### src/rtl/tick_timer_pkg.sv
package tick_timer_pkg;

   localparam int unsigned DATA_W   = 32;
   localparam int unsigned BIT_EN   = 0;
   localparam int unsigned BIT_INT  = 1;
   localparam int unsigned BIT_SRC  = 2;
   localparam int unsigned BIT_FLAG = 16;

   typedef enum logic [2:0] {
      SEL_CTRL,
      SEL_RELOAD,
      SEL_CUR,
      SEL_CAL,
      SEL_NONE
   } reg_sel_e;

   typedef struct packed {
      logic wr_ctrl;
      logic wr_reload;
      logic wr_cur;
      logic rd_ctrl;
   } strobe_t;

endpackage

### src/rtl/tick_timer_bus.sv
module tick_timer_bus
   import tick_timer_pkg::*;
#(
   parameter int unsigned ADDR_W    = 8,
   parameter int unsigned CNT_W     = 24,
   parameter int unsigned CAL_VALUE = 10000
) (
   input  logic                 clk,
   input  logic                 rst_n,
   input  logic                 req_valid,
   input  logic                 req_write,
   input  logic                 req_user,
   input  logic [ADDR_W-1:0]    req_addr,
   input  logic [DATA_W-1:0]    ctrl_word,
   input  logic [CNT_W-1:0]     reload_val,
   input  logic [CNT_W-1:0]     cur_val,
   output strobe_t              stb,
   output logic                 rsp_valid,
   output logic                 rsp_err,
   output logic [DATA_W-1:0]    rsp_rdata
);

   localparam int unsigned PAD_W = DATA_W - CNT_W;

   logic                hi_clear;
   reg_sel_e            sel;
   logic                access_ok;
   logic [DATA_W-1:0]   reload_ext;
   logic [DATA_W-1:0]   cur_ext;
   logic [DATA_W-1:0]   rd_mux;

   // upper address bits must be zero for a defined offset
   generate
      if (ADDR_W > 4) begin : g_hi_addr
         assign hi_clear = ~|req_addr[ADDR_W-1:4];
      end else begin : g_no_hi_addr
         assign hi_clear = 1'b1;
      end
   endgenerate

   // zero extension of counter-width values to the bus width
   generate
      if (PAD_W > 0) begin : g_pad
         assign reload_ext = {{PAD_W{1'b0}}, reload_val};
         assign cur_ext    = {{PAD_W{1'b0}}, cur_val};
      end else begin : g_nopad
         assign reload_ext = reload_val;
         assign cur_ext    = cur_val;
      end
   endgenerate

   always_comb begin
      sel = SEL_NONE;
      if (hi_clear && (req_addr[1:0] == 2'b00)) begin
         case (req_addr[3:2])
            2'd0:    sel = SEL_CTRL;
            2'd1:    sel = SEL_RELOAD;
            2'd2:    sel = SEL_CUR;
            default: sel = SEL_CAL;
         endcase
      end
   end

   assign access_ok = req_valid && !req_user;

   always_comb begin
      stb.wr_ctrl   = access_ok &&  req_write && (sel == SEL_CTRL);
      stb.wr_reload = access_ok &&  req_write && (sel == SEL_RELOAD);
      stb.wr_cur    = access_ok &&  req_write && (sel == SEL_CUR);
      stb.rd_ctrl   = access_ok && !req_write && (sel == SEL_CTRL);
   end

   always_comb begin
      case (sel)
         SEL_CTRL:   rd_mux = ctrl_word;
         SEL_RELOAD: rd_mux = reload_ext;
         SEL_CUR:    rd_mux = cur_ext;
         SEL_CAL:    rd_mux = DATA_W'(CAL_VALUE);
         default:    rd_mux = '0;
      endcase
   end

   always_ff @(posedge clk or negedge rst_n) begin
      if (!rst_n) begin
         rsp_valid <= 1'b0;
         rsp_err   <= 1'b0;
         rsp_rdata <= '0;
      end else begin
         rsp_valid <= req_valid;
         rsp_err   <= req_valid && req_user;
         rsp_rdata <= (access_ok && !req_write) ? rd_mux : '0;
      end
   end

endmodule

### src/rtl/tick_timer_ctrl.sv
module tick_timer_ctrl
   import tick_timer_pkg::*;
#(
   parameter int unsigned CNT_W = 24
) (
   input  logic             clk,
   input  logic             rst_n,
   input  strobe_t          stb,
   input  logic [CNT_W-1:0] wdata,
   input  logic             wrap,
   output logic             en_q,
   output logic             tint_q,
   output logic             src_q,
   output logic             flag_q,
   output logic [CNT_W-1:0] reload_q,
   output logic             op_start,
   output logic             op_reload,
   output logic             op_zero,
   output logic             irq
);

   logic en_n;
   logic reload_zero;

   assign reload_zero = (reload_q == '0);

   // counter commands derived from the access in this cycle
   assign op_start  = stb.wr_ctrl && !en_q && wdata[BIT_EN];
   assign op_reload = (stb.wr_cur && en_q) ||
                      (stb.wr_ctrl && en_q && wdata[BIT_EN] &&
                       (wdata[BIT_SRC] != src_q));
   assign op_zero   = stb.wr_cur && !en_q;

   always_comb begin
      en_n = en_q;
      if (stb.wr_ctrl) begin
         en_n = wdata[BIT_EN];
      end
      if (wrap && reload_zero) begin
         en_n = 1'b0;
      end
   end

   always_ff @(posedge clk or negedge rst_n) begin
      if (!rst_n) begin
         en_q     <= 1'b0;
         tint_q   <= 1'b0;
         src_q    <= 1'b0;
         flag_q   <= 1'b0;
         reload_q <= '0;
         irq      <= 1'b0;
      end else begin
         en_q <= en_n;
         if (stb.wr_ctrl) begin
            tint_q <= wdata[BIT_INT];
            src_q  <= wdata[BIT_SRC];
         end
         if (stb.wr_reload) begin
            reload_q <= wdata;
         end
         if (wrap) begin
            flag_q <= 1'b1;
         end else if (stb.rd_ctrl || stb.wr_cur) begin
            flag_q <= 1'b0;
         end
         irq <= wrap && tint_q;
      end
   end

endmodule

### src/rtl/tick_timer_count.sv
module tick_timer_count #(
   parameter int unsigned CNT_W = 24
) (
   input  logic             clk,
   input  logic             rst_n,
   input  logic             en_q,
   input  logic             src_core,
   input  logic             ref_tick,
   input  logic             op_start,
   input  logic             op_reload,
   input  logic             op_zero,
   input  logic [CNT_W-1:0] reload_q,
   output logic [CNT_W-1:0] cnt_q,
   output logic             wrap
);

   logic step;
   logic busy_op;
   logic at_zero;

   assign step    = src_core ? 1'b1 : ref_tick;
   assign busy_op = op_start || op_reload || op_zero;
   assign at_zero = (cnt_q == '0);
   assign wrap    = en_q && step && !busy_op && at_zero;

   always_ff @(posedge clk or negedge rst_n) begin
      if (!rst_n) begin
         cnt_q <= '0;
      end else if (op_zero) begin
         cnt_q <= '0;
      end else if (op_reload) begin
         cnt_q <= reload_q;
      end else if (op_start) begin
         if (at_zero) begin
            cnt_q <= reload_q;
         end
      end else if (en_q && step) begin
         if (at_zero) begin
            cnt_q <= reload_q;
         end else begin
            cnt_q <= cnt_q - 1'b1;
         end
      end
   end

endmodule

### src/rtl/tick_timer.sv
module tick_timer
   import tick_timer_pkg::*;
#(
   parameter int unsigned ADDR_W    = 8,
   parameter int unsigned CNT_W     = 24,
   parameter int unsigned CAL_VALUE = 10000
) (
   input  logic              clk,
   input  logic              rst_n,
   input  logic              ref_tick,
   input  logic              req_valid,
   input  logic              req_write,
   input  logic              req_user,
   input  logic [ADDR_W-1:0] req_addr,
   input  logic [31:0]       req_wdata,
   output logic              rsp_valid,
   output logic              rsp_err,
   output logic [31:0]       rsp_rdata,
   output logic              irq
);

   generate
      if (CNT_W < 3 || CNT_W > DATA_W) begin : g_bad_cnt_w
         $error("tick_timer: CNT_W must lie in 3..32");
      end
      if (ADDR_W < 4) begin : g_bad_addr_w
         $error("tick_timer: ADDR_W must be at least 4");
      end
   endgenerate

   strobe_t             stb;
   logic                en_q;
   logic                tint_q;
   logic                src_q;
   logic                flag_q;
   logic [CNT_W-1:0]    reload_q;
   logic [CNT_W-1:0]    cnt_q;
   logic [CNT_W-1:0]    cur_val;
   logic                op_start;
   logic                op_reload;
   logic                op_zero;
   logic                wrap;
   logic [DATA_W-1:0]   ctrl_word;

   generate
      if (CNT_W < DATA_W) begin : g_wdata_hi
         logic unused_wdata_hi;
         assign unused_wdata_hi = ^req_wdata[DATA_W-1:CNT_W];
      end
   endgenerate

   always_comb begin
      ctrl_word           = '0;
      ctrl_word[BIT_EN]   = en_q;
      ctrl_word[BIT_INT]  = tint_q;
      ctrl_word[BIT_SRC]  = src_q;
      ctrl_word[BIT_FLAG] = flag_q;
   end

   assign cur_val = en_q ? cnt_q : '0;

   tick_timer_bus #(
      .ADDR_W    (ADDR_W),
      .CNT_W     (CNT_W),
      .CAL_VALUE (CAL_VALUE)
   ) u_bus (
      .clk        (clk),
      .rst_n      (rst_n),
      .req_valid  (req_valid),
      .req_write  (req_write),
      .req_user   (req_user),
      .req_addr   (req_addr),
      .ctrl_word  (ctrl_word),
      .reload_val (reload_q),
      .cur_val    (cur_val),
      .stb        (stb),
      .rsp_valid  (rsp_valid),
      .rsp_err    (rsp_err),
      .rsp_rdata  (rsp_rdata)
   );

   tick_timer_ctrl #(
      .CNT_W (CNT_W)
   ) u_ctrl (
      .clk       (clk),
      .rst_n     (rst_n),
      .stb       (stb),
      .wdata     (req_wdata[CNT_W-1:0]),
      .wrap      (wrap),
      .en_q      (en_q),
      .tint_q    (tint_q),
      .src_q     (src_q),
      .flag_q    (flag_q),
      .reload_q  (reload_q),
      .op_start  (op_start),
      .op_reload (op_reload),
      .op_zero   (op_zero),
      .irq       (irq)
   );

   tick_timer_count #(
      .CNT_W (CNT_W)
   ) u_count (
      .clk       (clk),
      .rst_n     (rst_n),
      .en_q      (en_q),
      .src_core  (src_q),
      .ref_tick  (ref_tick),
      .op_start  (op_start),
      .op_reload (op_reload),
      .op_zero   (op_zero),
      .reload_q  (reload_q),
      .cnt_q     (cnt_q),
      .wrap      (wrap)
   );

endmodule

### config.mk
export PLATFORM = sky130hd
export DESIGN_NAME = tick_timer
export DESIGN_NICKNAME = d
export VERILOG_FILES = /design/src/rtl/tick_timer_pkg.sv /design/src/rtl/tick_timer_bus.sv /design/src/rtl/tick_timer_ctrl.sv /design/src/rtl/tick_timer_count.sv /design/src/rtl/tick_timer.sv
export SDC_FILE = /design/constraint.sdc
export NUM_CORES = 1
export LEC_CHECK = 0
export ABC_AREA = 1
export CORE_AREA = 2 2 169 88
export CTS_BUF_LIST = sky130_fd_sc_hd__clkbuf_8
export DETAILED_ROUTE_END_ITERATION = 6
export DIE_AREA = 0 0 171 90
export GPL_TIMING_DRIVEN = 0
export PLACE_DENSITY = 0.63
export REMOVE_ABC_BUFFERS = 1
export SKIP_LAST_GASP = 1
export SYNTH_ARGS = -nofsm -noshare
export SYNTH_HDL_FRONTEND = slang
export SYNTH_SLANG_ARGS = --single-unit
### constraint.sdc
create_clock -name clk -period 1.7 [get_ports clk]
set_clock_uncertainty 0.05 [all_clocks]
set_input_delay 0.34 -clock clk [delete_from_list [all_inputs] [get_ports clk]]
set_output_delay 0.34 -clock clk [all_outputs]
set_load 0.005 [all_outputs]
* Word level (Yosys, flattened, before mapping)
Cells that the tools add are included. W data, S select, Z words.
Storage, ports and cells: flip-flop bits (word level) 87, bits of input ports 46, output and inout port bits 35, logic and storage cells 74
Operators by class: add/subtract/negate cells 1, eq/ne operators 7, mux-type cells 16, reduce and logical (&&, ||, !) cells 40
Operator list (number):
- $mux W24 | 8
- $pmux W24 S4 | 1
- $logic_not A24 Y1 | 2
- $sub A24 B1 Y24 const B | 1
- $logic_and A1 B1 Y1 | 21
- $eq A3 B2 Y1 const B | 2
- $pmux W2 S3 | 1
- $logic_not A1 Y1 | 5
- $mux W1 | 5
- $logic_not A2 Y1 | 2
- $logic_or A1 B1 Y1 | 4
- $ne A4 B4 Y1 const B | 1
- $reduce_bool A2 Y1 | 2
- $reduce_bool A4 Y1 | 1
- $reduce_or A4 Y1 | 1
- $eq A3 B1 Y1 const B | 1
- $logic_not A3 Y1 | 1
- $mux W3 | 1
- $eq A2 B1 Y1 const B | 1
- $eq A2 B2 Y1 const B | 1
- $reduce_and A2 Y1 | 1
- $ne A1 B1 Y1 | 1

* Longest topological paths before layout
word-level depth 17, mapped depth 12

* Cells and area by module
Synthesis repeated with hierarchy kept, for this count alone.
Second synthesis, totals: cell total of the unflattened synthesis 758, area, all modules 5383.9 um2
Modules (own cells, without submodules):
- tick_timer_count | times used 1, cells each 325, area an instance 2070.7 um2
- tick_timer_bus | times used 1, cells each 259, area an instance 1863.0 um2
- tick_timer_ctrl | times used 1, cells each 123, area an instance 1243.7 um2
- tick_timer | times used 1, cells each 51, area an instance 206.4 um2

* Least setup slack after synthesis
Ideal clock, no wire load.
path type in2reg, start input req_addr[7], end register u_ctrl.reload_q[3], library setup time 0.127 ns, arrival time 1.488 ns, setup slack 0.035 ns, stages 8, cell sequence nor2_1 nand3_1 nor2_1 nand2_2 inv_2 nand2_4 buf_6 mux2_1
On the way: word-level cells in the longest chain between the ends 6
Ends and longest elaborated chain:
- from (decl) | line tick_timer.sv:14 | input logic [ADDR_W-1:0] req_addr,
- $reduce_or A4 Y1 | line tick_timer_bus.sv:35 | assign hi_clear = ~|req_addr[ADDR_W-1:4];
- $logic_not A1 Y1 | line tick_timer_bus.sv:35
- $logic_and A1 B1 Y1 | line tick_timer_bus.sv:54 | if (hi_clear && (req_addr[1:0] == 2'b00)) begin
- $mux W3 | line tick_timer_bus.sv:54
- $eq A3 B1 Y1 | line tick_timer_bus.sv:68 | stb.wr_reload = access_ok && req_write && (sel == SEL_RELOAD);
- $logic_and A1 B1 Y1 | line tick_timer_bus.sv:68
- to (signal assigned) | line tick_timer_ctrl.sv:59 | reload_q <= wdata;
- to (decl) | line tick_timer_ctrl.sv:15 | output logic [CNT_W-1:0] reload_q,
No other way between the ends. A chain may end at the register's enable or synchronous reset.

* Worst setup path after layout
start register u_count.cnt_q[1], end register u_count.cnt_q[0]
On the way: word-level cells in the longest chain between the ends 6, elaborated cells on any way between the ends 8, classes of those cells 1 x eq/ne; 5 x mux; 2 x reduce/logical
Ends and longest elaborated chain:
- from (decl) | line tick_timer_count.sv:13 | output logic [CNT_W-1:0] cnt_q,
- from (signal assigned) | line tick_timer_count.sv:32 | cnt_q <= reload_q;
- from (signal assigned) | line tick_timer_count.sv:35 | cnt_q <= reload_q;
- from (signal assigned) | line tick_timer_count.sv:39 | cnt_q <= reload_q;
- $logic_not A24 Y1 * | line tick_timer_count.sv:23 | assign at_zero = (cnt_q == '0);
- $mux W24 | line tick_timer_count.sv:38 | if (at_zero) begin
- $mux W24 | line tick_timer_count.sv:37 | end else if (en_q && step) begin
- $mux W24 | line tick_timer_count.sv:33 | end else if (op_start) begin
- $mux W24 | line tick_timer_count.sv:31 | end else if (op_reload) begin
- $mux W24 | line tick_timer_count.sv:29 | end else if (op_zero) begin
Every way passes the cells marked *; elsewhere a longest branch is shown, timed or not. The select of a mux whose other input is x is not followed.

==> impl_metrics.tcl <==
set metrics [dict create \
    critPathKind "reg -> reg" \
    status "complete, but fails checks" \
    startpoint_type "register" \
    p_total_mw 8.00 \
    cts_buffers 9 \
    slew_viol_final 0 \
    ant_nets 0 \
    die_y_um 90 \
    cp-end-kind "register" \
    drt-initial-drc-count 469 \
    place_ws_ns -1.17 \
    synth_area_leader_cell "dfrtp_1" \
    path_depth 12 \
    rows 31 \
    initial_core_util_pct 30.2 \
    gp_congestion 0.913 \
    clk_pin_slew_worst_paths_ns 0.08 \
    slew_headroom_pct 60.2 \
    synthArstFlopShare_pct 100 \
    hp-start "req_valid" \
    avgSynthCellArea_um2 7.77 \
    regToRegStartpoint "u_count.cnt_q[1]" \
    clock_latency_ns 0.36 \
    critical_path_required_ns 1.95 \
    antenna_cells 0 \
    failed_checks "setup timing" \
    grt_use_met1_pct 30.5 \
    io_buffers 64 \
    synth_seq_cells 79 \
    use_met3_pct 7.44 \
    netlist_area_um2 4240 \
    cp_slowest_stage_delay_ns 0.43 \
    hpwlAfterDp_mm 8.85 \
    final_cells 873 \
    finalSetupTns_ns -3.52 \
    io_pins 81 \
    synth.top_cell.area_share_pct 46.6 \
    synth_cells 546 \
    maxCapViolCount 0 \
    arrival_ns 2.19 \
    synthToLayoutAreaGrowth_pct 52.4 \
    powerDensity_nw_per_um2 1240 \
    crit_fanout 7 \
    synthTopCellsByArea "dfrtp_1 47%, nand2_1 16%, nor2_1 5.9%, a21oi_1 4.7%, inv_1 4.2%" \
    num-nets-final 719 \
    grt_antenna_before_repair 0 \
    crit_family "simple AND/OR/NAND/NOR gates" \
    hold_viol_final 0 \
    synth.distinct_cells 39 \
    tritoncts "yes" \
    setup_viol_count_final 27 \
    dr.pass1.iters 5 \
    h-tree-depth 3 \
    hold_path.class "in -> reg" \
    critPathBufInv 3 \
    rsz0062_at_grt "true" \
    final_area_um2 6470 \
    post-route-period-util_pct 114 \
    cts_sinks 79 \
    synthFlopType "dfrtp_1" \
    worstSetupStartpoint "u_count.cnt_q[1]" \
    period_needed_ns 1.94 \
    finalWorstSetupSlack_ns -0.239 \
    placedCellCount 793 \
    seq_area_frac_synth_pct 46.6 \
    die_w_um 171 \
    clk_path_buf_depth 2 \
    ir_worst_vdd_mv 0.662 \
    r2r_cells 12 \
    fillers 1352 \
    yosysWarnings 0 \
    grt_overflow 0 \
    synth_common_cells "177 x nand2_1, 79 x dfrtp_1, 67 x nor2_1" \
    placed_area_um2 5030 \
    grt_max_degree 68 \
    via_per_inst 4.82 \
    synth_edf_count 0 \
    post-route-util_pct 46.1 \
    hold_slack_ns 0.224 \
    grtUsageTotal_pct 19.8 \
    hold_depth 1 \
    worst_slew_pin_slew_ns 0.595 \
    clock.fmax_mhz 516 \
    core_region_area_um2 14000 \
    num_vias 4208 \
    die-area_um2 15400 \
    drive_gt1_share_pct 32.3 \
    p_leak_nw 3.19 \
    grt_first_pass_wirelength_mm 23.0 \
    crit_chain "inv_2 -> ha_4 -> nand3b_1 -> nor2_4 -> nand3_4 -> buf_6 -> nand3_4 -> buf_8 -> nand2_2 -> o21ai_1 -> nand2_1 -> nand2_1" \
    routed_wl_mm 15.1 \
    root_buffer "clkbuf_8" \
    drcViolationCount 0 \
    busiest_layer "met1" \
    avgRoutedWirePerCell_um 17.3 \
    met2_usage_pct 25.8 \
    yosysMostFrequentCell "nand2_1" \
    grt_pass1_vias 4108 \
    critPathSlowestCell "dfrtp_1" \
]
## flip-flops by register name, indices dropped and copies added, names as in the netlist
name / cells
u_bus.rsp_err: 1
u_bus.rsp_rdata: 24
u_bus.rsp_valid: 1
u_count.cnt_q: 24
u_ctrl.en_q: 1
u_ctrl.flag_q: 1
u_ctrl.irq: 1
u_ctrl.reload_q: 24
u_ctrl.src_q: 1
u_ctrl.tint_q: 1
## power by group
group          switching (mW)  total, mW  internal, mW
clock network           0.700       1.55         0.849
registers               0.254       2.31          2.06
logic                    2.46       4.14          1.68
## what timing repair did
item,in CTS,in global routing
endpoints found under the hold margin,12,0
gates resized for setup,93,109
hold buffers,1,0
gates cloned,9,0
pin swaps,17,38
setup endpoints to repair,75,70
setup buffers,37,18
## layout by cell type (no fill, tap or decap), drive strengths merged, types with 2 or more instances in the layout
cell type and count:
nand2 182, dfrtp 79, nor2 72, buf 58
inv 53, clkdlybuf4s50 52, a21oi 40, nand3 34
o21ai 17, xor2 13, clkbuf 10, dlymetal6s2s 9
conb 8, clkinv 7, nor4 6, nand4 6
mux2 6, xnor2 4, o211ai 2, ha 2
bufinv 2, dlygate4sd2 2, nor3 2, o22ai 2
## final timing paths
path | slack [ns] | to
worst min register to register | 0.45 | u_ctrl.tint_q
min in group asynchronous | 0.30 | u_bus.rsp_rdata[5]
worst min-delay path | 0.22 | u_bus.rsp_valid
max in group asynchronous | 0.67 | u_count.cnt_q[2]
worst max register to register | -0.24 | u_count.cnt_q[0]
worst max-delay path | -0.24 | u_count.cnt_q[0]
## metal layers
metal  up-vias  routed length (um)
li1       1979                   -
met1      1999                7540
met2       207                5840
met3        23                1570
met4         0                 174
met5         -                   0
## cells by family after synthesis
group                    after synthesis  share of synthesized area (%)
adder cells (fa/ha/maj)                2                          0.590
AND/OR/NAND/NOR                      302                           31.4
multiplexers                           6                           1.59
other                                  1                         0.0884
buffers and inverters                 76                           8.43
AO/OA/AOI/OAI                         63                           7.78
flip-flops                            79                           46.6
XOR/XNOR                              17                           3.51
## area by class of cell
| cell class | count | area, um2 | share of cell area [%] |
|---|---|---|---|
| well taps | 198 | 248 | 3.83 |
| clock inverters | 5 | 73.8 | 1.14 |
| flip-flops and latches | 79 | 2000 | 30.8 |
| inverters | 53 | 234 | 3.62 |
| clock buffers | 10 | 138 | 2.13 |
| repair buffers | 122 | 1240 | 19.2 |
| multi-input cells | 402 | 2480 | 38.3 |
| repair inverters | 4 | 55.1 | 0.851 |
(Power assumes the default switching activity.)
